### config.mk
export PLATFORM = sky130hd
export DESIGN_NAME = exc_ctrl
export DESIGN_NICKNAME = d
export VERILOG_FILES = /design/src/rtl/exc_pkg.sv /design/src/rtl/exc_arbiter.sv /design/src/rtl/exc_bank.sv /design/src/rtl/exc_ctrl.sv
export SDC_FILE = /design/constraint.sdc
export NUM_CORES = 1
export LEC_CHECK = 0
export ABC_AREA = 1
export BUFFER_PORTS_ARGS = -buffer_cell sky130_fd_sc_hd__buf_2
export CAP_MARGIN = 0
export CORE_UTILIZATION = 55
export DETAILED_ROUTE_END_ITERATION = 8
export PLACE_DENSITY = 0.72
export SETUP_SLACK_MARGIN = 0.5
export SYNTH_ARGS = -nofsm -noshare
export SYNTH_HDL_FRONTEND = slang
export SYNTH_HIERARCHICAL = 1
export SYNTH_SLANG_ARGS = --single-unit
### constraint.sdc
create_clock -name clk -period 6.8 [get_ports clk]
set_input_delay 1.02 -clock clk [delete_from_list [all_inputs] [get_ports clk]]
set_output_delay 1.02 -clock clk [all_outputs]
set_load 0.05 [all_outputs]
### src/rtl/exc_pkg.sv
package exc_pkg;

  // kind code equals vector offset / 4
  typedef enum logic [2:0] {
    EK_NONE = 3'd0,
    EK_UND  = 3'd1,
    EK_SWI  = 3'd2,
    EK_PABT = 3'd3,
    EK_DABT = 3'd4,
    EK_IRQ  = 3'd6,
    EK_FIQ  = 3'd7
  } exc_kind_e;

  localparam int NBANK = 6;
  typedef enum logic [2:0] {
    BK_USR = 3'd0,
    BK_FIQ = 3'd1,
    BK_IRQ = 3'd2,
    BK_SVC = 3'd3,
    BK_ABT = 3'd4,
    BK_UND = 3'd5
  } bank_e;

  localparam logic [4:0] MD_USR = 5'b10000;
  localparam logic [4:0] MD_FIQ = 5'b10001;
  localparam logic [4:0] MD_IRQ = 5'b10010;
  localparam logic [4:0] MD_SVC = 5'b10011;
  localparam logic [4:0] MD_ABT = 5'b10111;
  localparam logic [4:0] MD_UND = 5'b11011;

  localparam int IMASK_BIT = 7;
  localparam int FMASK_BIT = 6;

  function automatic bank_e bank_of(input logic [4:0] md);
    case (md)
      MD_FIQ:  return BK_FIQ;
      MD_IRQ:  return BK_IRQ;
      MD_SVC:  return BK_SVC;
      MD_ABT:  return BK_ABT;
      MD_UND:  return BK_UND;
      default: return BK_USR;
    endcase
  endfunction

  function automatic logic [4:0] mode_of(input exc_kind_e k);
    case (k)
      EK_FIQ:          return MD_FIQ;
      EK_IRQ:          return MD_IRQ;
      EK_SWI:          return MD_SVC;
      EK_PABT, EK_DABT: return MD_ABT;
      EK_UND:          return MD_UND;
      default:         return MD_USR;
    endcase
  endfunction

  // pipeline PC is ahead by 12 or 8, link holds it minus 4
  function automatic logic [3:0] link_add(input exc_kind_e k);
    case (k)
      EK_IRQ, EK_FIQ, EK_DABT: return 4'd8;
      default:                 return 4'd4;
    endcase
  endfunction

  function automatic logic [3:0] ret_sub(input exc_kind_e k);
    case (k)
      EK_IRQ, EK_FIQ, EK_PABT: return 4'd4;
      EK_DABT:                 return 4'd8;
      default:                 return 4'd0;
    endcase
  endfunction

endpackage

### src/rtl/exc_arbiter.sv
module exc_arbiter
  import exc_pkg::*;
(
  input  logic      dabt_i,
  input  logic      fiq_i,
  input  logic      irq_i,
  input  logic      pabt_i,
  input  logic      und_i,
  input  logic      swi_i,
  input  logic      done_i,
  input  logic      irq_mask_i,
  input  logic      fiq_mask_i,
  output exc_kind_e kind_o
);

  logic fiq_ok, irq_ok;

  assign fiq_ok = fiq_i & done_i & ~fiq_mask_i;
  assign irq_ok = irq_i & done_i & ~irq_mask_i;

  always_comb begin
    if (dabt_i)      kind_o = EK_DABT;
    else if (fiq_ok) kind_o = EK_FIQ;
    else if (irq_ok) kind_o = EK_IRQ;
    else if (pabt_i) kind_o = EK_PABT;
    else if (und_i)  kind_o = EK_UND;
    else if (swi_i)  kind_o = EK_SWI;
    else             kind_o = EK_NONE;
  end

endmodule

### src/rtl/exc_bank.sv
module exc_bank
  import exc_pkg::*;
#(
  parameter int DW = 32
) (
  input  logic          clk,
  input  logic          rst_n,
  input  logic          ent_we_i,
  input  bank_e         ent_idx_i,
  input  logic [DW-1:0] ent_lr_i,
  input  logic [DW-1:0] ent_spsr_i,
  input  logic [3:0]    ent_corr_i,
  input  logic          sp_we_i,
  input  bank_e         sp_idx_i,
  input  logic [DW-1:0] sp_wd_i,
  input  bank_e         rd_idx_i,
  output logic [DW-1:0] rd_lr_o,
  output logic [DW-1:0] rd_sp_o,
  output logic [DW-1:0] rd_spsr_o,
  output logic [3:0]    rd_corr_o
);

  logic [DW-1:0] lr_all   [NBANK];
  logic [DW-1:0] sp_all   [NBANK];
  logic [DW-1:0] spsr_all [NBANK];
  logic [3:0]    corr_all [NBANK];

  for (genvar b = 0; b < NBANK; b++) begin : g_bank
    logic          ent_hit, sp_hit;
    logic [DW-1:0] lr_q, sp_q;

    assign ent_hit = ent_we_i && (ent_idx_i == bank_e'(b));
    assign sp_hit  = sp_we_i  && (sp_idx_i  == bank_e'(b));

    always_ff @(posedge clk or negedge rst_n) begin
      if (!rst_n) begin
        lr_q <= '0;
        sp_q <= '0;
      end else begin
        if (ent_hit) lr_q <= ent_lr_i;
        if (sp_hit)  sp_q <= sp_wd_i;
      end
    end

    assign lr_all[b] = lr_q;
    assign sp_all[b] = sp_q;

    if (b == 0) begin : g_usr
      assign spsr_all[b] = '0;
      assign corr_all[b] = '0;
    end else begin : g_exc
      logic [DW-1:0] spsr_q;
      logic [3:0]    corr_q;
      always_ff @(posedge clk or negedge rst_n) begin
        if (!rst_n) begin
          spsr_q <= '0;
          corr_q <= '0;
        end else if (ent_hit) begin
          spsr_q <= ent_spsr_i;
          corr_q <= ent_corr_i;
        end
      end
      assign spsr_all[b] = spsr_q;
      assign corr_all[b] = corr_q;
    end
  end

  assign rd_lr_o   = lr_all[rd_idx_i];
  assign rd_sp_o   = sp_all[rd_idx_i];
  assign rd_spsr_o = spsr_all[rd_idx_i];
  assign rd_corr_o = corr_all[rd_idx_i];

endmodule

### src/rtl/exc_ctrl.sv
module exc_ctrl
  import exc_pkg::*;
#(
  parameter int          DW       = 32,
  parameter logic [31:0] VEC_BASE = 32'h0000_0000
) (
  input  logic          clk,
  input  logic          rst_n,
  input  logic          irq_req_i,
  input  logic          fiq_req_i,
  input  logic          pabt_req_i,
  input  logic          und_req_i,
  input  logic          swi_req_i,
  input  logic          dabt_req_i,
  input  logic          instr_done_i,
  input  logic [DW-1:0] ex_pc_i,
  input  logic          ret_req_i,
  input  logic          status_we_i,
  input  logic [DW-1:0] status_wd_i,
  input  logic          sp_we_i,
  input  logic [DW-1:0] sp_wd_i,
  output logic [DW-1:0] status_o,
  output logic          redirect_o,
  output logic [DW-1:0] redirect_pc_o,
  output logic          entry_o,
  output logic [2:0]    exc_kind_o,
  output logic          ret_err_o,
  output logic [DW-1:0] cur_lr_o,
  output logic [DW-1:0] cur_sp_o
);

  localparam logic [DW-1:0] RESET_STATUS =
    DW'({1'b1, 1'b1, 1'b0, MD_SVC});

  exc_kind_e     kind;
  bank_e         cur_bank, tgt_bank;
  logic          take, do_ret, bad_ret;
  logic [4:0]    tgt_mode;
  logic [DW-1:0] rd_lr, rd_sp, rd_spsr;
  logic [3:0]    rd_corr;

  logic [DW-1:0] status_q, status_d;
  logic          redir_q, redir_d, entry_q, entry_d, err_q, err_d;
  logic [DW-1:0] rpc_q, rpc_d;
  logic [2:0]    kind_q, kind_d;

  exc_arbiter u_arb (
    .dabt_i     (dabt_req_i),
    .fiq_i      (fiq_req_i),
    .irq_i      (irq_req_i),
    .pabt_i     (pabt_req_i),
    .und_i      (und_req_i),
    .swi_i      (swi_req_i),
    .done_i     (instr_done_i),
    .irq_mask_i (status_q[IMASK_BIT]),
    .fiq_mask_i (status_q[FMASK_BIT]),
    .kind_o     (kind)
  );

  assign cur_bank = bank_of(status_q[4:0]);
  assign tgt_mode = mode_of(kind);
  assign tgt_bank = bank_of(tgt_mode);
  assign take     = (kind != EK_NONE);
  assign do_ret   = ret_req_i && !take && (cur_bank != BK_USR);
  assign bad_ret  = ret_req_i && !take && (cur_bank == BK_USR);

  exc_bank #(.DW(DW)) u_bank (
    .clk        (clk),
    .rst_n      (rst_n),
    .ent_we_i   (take),
    .ent_idx_i  (tgt_bank),
    .ent_lr_i   (ex_pc_i + DW'(link_add(kind))),
    .ent_spsr_i (status_q),
    .ent_corr_i (ret_sub(kind)),
    .sp_we_i    (sp_we_i),
    .sp_idx_i   (cur_bank),
    .sp_wd_i    (sp_wd_i),
    .rd_idx_i   (cur_bank),
    .rd_lr_o    (rd_lr),
    .rd_sp_o    (rd_sp),
    .rd_spsr_o  (rd_spsr),
    .rd_corr_o  (rd_corr)
  );

  // next-state
  always_comb begin
    status_d = status_q;
    if (take) begin
      status_d[4:0]      = tgt_mode;
      status_d[IMASK_BIT] = 1'b1;
      if (kind == EK_FIQ) status_d[FMASK_BIT] = 1'b1;
    end else if (do_ret) begin
      status_d = rd_spsr;
    end else if (status_we_i && !ret_req_i) begin
      status_d = status_wd_i;
    end

    redir_d = take || do_ret;
    entry_d = take;
    err_d   = bad_ret;
    kind_d  = take ? kind : EK_NONE;
    if (take) rpc_d = VEC_BASE[DW-1:0] | DW'({kind, 2'b00});
    else if (do_ret) rpc_d = rd_lr - DW'(rd_corr);
    else rpc_d = rpc_q;
  end

  // registers
  always_ff @(posedge clk or negedge rst_n) begin
    if (!rst_n) begin
      status_q <= RESET_STATUS;
      redir_q  <= 1'b0;
      entry_q  <= 1'b0;
      err_q    <= 1'b0;
      kind_q   <= EK_NONE;
      rpc_q    <= '0;
    end else begin
      status_q <= status_d;
      redir_q  <= redir_d;
      entry_q  <= entry_d;
      err_q    <= err_d;
      kind_q   <= kind_d;
      rpc_q    <= rpc_d;
    end
  end

  assign status_o      = status_q;
  assign redirect_o    = redir_q;
  assign redirect_pc_o = rpc_q;
  assign entry_o       = entry_q;
  assign exc_kind_o    = kind_q;
  assign ret_err_o     = err_q;
  assign cur_lr_o      = rd_lr;
  assign cur_sp_o      = rd_sp;

endmodule

==> summary.md <==
| Metric | Value |
|---|---|
| Post-Route Setup TNS | `0 ns` |
| Sequential fraction of design power | `0.353` |
| Skew final | `0.0118 ns` |
| Final Slew Violations | `0` |
| Clock period minus worst slack | `5.17 ns` |
| Overflow after GRT | `0` |
| Worst ir drop on vdd | `344 uV` |
| Clk sink count | `634` |
| Cell with the largest stage delay on the worst path | `nor2_4` |
| Combinational Power Share | `0.444` |
| Share of cells above drive strength 1 | `0.120` |
| Fin. Hold Viols | `0` |
| Commonest non-fill, non-tap cells in the layout | `nand2_1, dfrtp_1, inv_1` |
| Ranking of synthesized cells by area | `dfrtp_1, nand2_1, o21ai_0` |
| Critical Path End Type | `output pin` |
| Commonest non-fill, non-tap cell in the layout | `nand2_1` |
| Post-CTS setup repair buffer count | `0` |
| Initial antenna violation count | `1` |
| Clock transition at path regs | `0.06 ns` |
| Buffers on Ports | `241` |
| Main synth FF type | `dfrtp_1` |
| Max-cap violations | `0` |
| Leading area contributor after synthesis | `dfrtp_1` |
| Area of the multi-input gates | `12,500 um^2` |
| Total GRT Usage | `0.285` |
| Critical path data arrival time | `4.15 ns` |
| Post-CTS sizing | `0` |
| Sequential Area | `15,900 um^2` |
| Clock Power Share | `0.203` |
| Final setup viols | `0` |
| Post-route ant nets | `0` |
| Worst-margin pin slew | `1.16 ns` |
| Asr flop ratio synth | `1.00` |
| Cell Area, Synth | `31,600 um^2` |
| DRT Pass-1 Iters | `6` |
| WP data required | `5.78 ns` |
| Synthesis-to-layout area growth | `11.0%` |
| Pin count of the biggest net entering global routing | `181` |
| Util after Layout | `0.620` |
| Deepest clock path buffer count | `3` |
| Netlist cell types | `42` |
| Synth warn | `6` |
| DRT iter0 DRCs | `2,283` |
| PwrDens | `515 nW/um^2` |
| Net Sw Frac | `0.448` |
| Vias in the first global route | `25,200` |
| Die width | `242 um` |
| Total core area | `56,500 um^2` |
| CTS buffer count | `71` |
| P_leak | `18.6 nW` |
| Nets@finish | `4,345` |
| Kind of critical path | `flip-flop to output pin` |
| Worst Hold Class | `primary input to asynchronous set/reset pin` |
| Via density per instance | `5.30` |
| Post-synth top area share | `0.499` |
| Ports | `242` |
| Final WL | `82,400 um` |
| Die H | `242 um` |
| First-pass GRT wire length | `134,000 um` |
| Psw | `0.00809 W` |
| Int Pwr | `0.00996 W` |
| Max incr delay on CP | `0.89 ns` |
| Max Fclk | `0.193 GHz` |
| WL/cell | `16.4 um` |
| Critical path launch point type | `flip-flop` |
| Crit-path max FO | `41` |
| Die area | `58,300 um^2` |
| Crit share post-route | `0.760` |
| Initial core utilization | `0.559` |
| Via count | `26,600` |
| Routability cong. | `0.917` |
| Hpwl dp | `48,700 um` |
| RSZ-0062 raised after global routing | `false` |
| Post-synth EDFFs | `0` |
| Hold buffer count at cts | `0` |
| Remaining DRCs | `0` |
| FILL cells | `5,182` |
| Outcome | `finished clean` |
| Worst skew pair latency | `0.60 ns` |
| Root Driver | `clkbuf_16` |
| Post-synthesis sequential area ratio | `0.503` |
| Slew Limit Headroom | `0.225` |
| FF+latch count, synth | `634` |
| H-tree Lvls | `3` |
| TritonCTS clock tree | `built` |
| Std cell rows | `87` |
| Worst R2R Setup Slack | `2.21 ns` |
| Average size of a mapped cell | `7.67 um^2` |
| Post-synthesis cell count | `4,117` |
| Worst-path cell chain | `inv_1 -> nor2_1 -> nand2_1 -> inv_1 -> inv_4 -> nor2_4 -> buf_4 -> o211ai_1 -> nand2_1 -> buf_2` |
[cell usage after synthesis (2+ instances only)]
library cell and number:
a21oi_1 34, a31oi_1 3, and2_1 2, buf_1 3, buf_2 88, buf_4 3
buf_6 30, clkbuf_1 110, dfrtp_1 629, dfstp_2 5, fa_1 2, ha_1 8
inv_1 513, inv_2 5, nand2_1 1426, nand2_2 4, nand2_4 6, nand3_1 211
nand3_2 5, nand3_4 2, nand3b_1 4, nand4_1 11, nor2_1 117, nor2_2 3
nor2_4 5, nor3_1 19, nor4_1 3, o211ai_1 101, o21ai_0 482, o21ai_1 136
o21bai_1 2, o22ai_1 2, or2_2 101, xnor2_1 9, xor2_1 26
[state kept, by name, indices dropped and copies added, names as in the netlist]
register	count
u_bank/g_bank.lr_q	192
u_bank/g_bank.sp_q	192
u_bank/g_bank.g_exc.spsr_q	160
redirect_pc_o	32
status_o	32
u_bank/g_bank.g_exc.corr_q	20
exc_kind_o	3
entry_o	1
redirect_o	1
ret_err_o	1
[worst max-delay path, delay by kind of cell (launching register included)]
kind | cells | cell delay, ns
AOI/OAI and AO/OA | 1 | 0.15
DFF | 1 | 0.58
and+or+nand+nor | 4 | 1.41
buffers and inverters | 5 | 1.39
[power by group through the flow]
stage / clock (W) / sequential, W / combinational (W)
floorplan: 0 / 0.00657 / 0.00574
global placement: 0 / 0.00636 / 0.00782
detailed placement: 0 / 0.00639 / 0.00798
CTS: 0.00372 / 0.00635 / 0.00803
global route: 0.00387 / 0.00657 / 0.00895
finish: 0.00366 / 0.00637 / 0.00802
[final timing paths]
kind,startpoint,end,cells after the start
worst max-delay path,status_o[4],cur_lr_o[28],10
worst min-delay path,rst_n,u_bank/g_bank[0].lr_q[11],1
worst max register to register,status_o[4],redirect_pc_o[30],21
worst min register to register,redirect_pc_o[2],redirect_pc_o[2],2
max in group asynchronous,rst_n,u_bank/g_bank[1].g_exc.spsr_q[22],2
min in group clk,redirect_pc_o[2],redirect_pc_o[2],2
[layer usage]
metal / up-vias / track usage / routed length (um)
met2: 743 / 0.468 / 38600
met4: 2 / 0.0852 / 2280
li1: 13100 / - / -
met3: 148 / 0.0424 / 4610
met5: - / 0 / 13
met1: 12600 / 0.393 / 36900
[cell families (layout without fill, tap and decap cells)]
| kind of cell | Yosys count | in the layout | synth area share |
|---|---|---|---|
| simple gates | 1923 | 1923 | 0.253 |
| fa+ha+maj | 10 | 10 | 0.00444 |
| flops | 634 | 634 | 0.503 |
| buf+inv | 753 | 907 | 0.101 |
| other cells | 1 | 3 | 0.000119 |
| compound gates | 761 | 761 | 0.129 |
| xor+xnor | 35 | 35 | 0.00971 |
[per-stage QoR]
stage	hold WS [ns]	total power, W	setup WS (ns)	instances	cell area [um^2]
finish	0.425	0.0180	1.63	5029	35000
global route	0.465	0.0194	1.49	5028	35000
CTS	0.441	0.0181	1.68	5028	35000
detailed placement	0.461	0.0144	1.85	4910	32800
global placement	0.454	0.0142	1.96	4910	32800
floorplan	0.445	0.0123	2.95	4118	31600
[cell type report]
class / instances / area share
Sequential cell: 634 / 0.453
Multi-Input combinational cell: 2731 / 0.358
Clock buffer: 109 / 0.0609
Inverter: 519 / 0.0561
Timing Repair Buffer: 270 / 0.0427
Tap cell: 756 / 0.0270
Clock inverter: 9 / 0.00207
Antenna cell: 1 / 0.0000715
(Power assumes the default switching activity.)
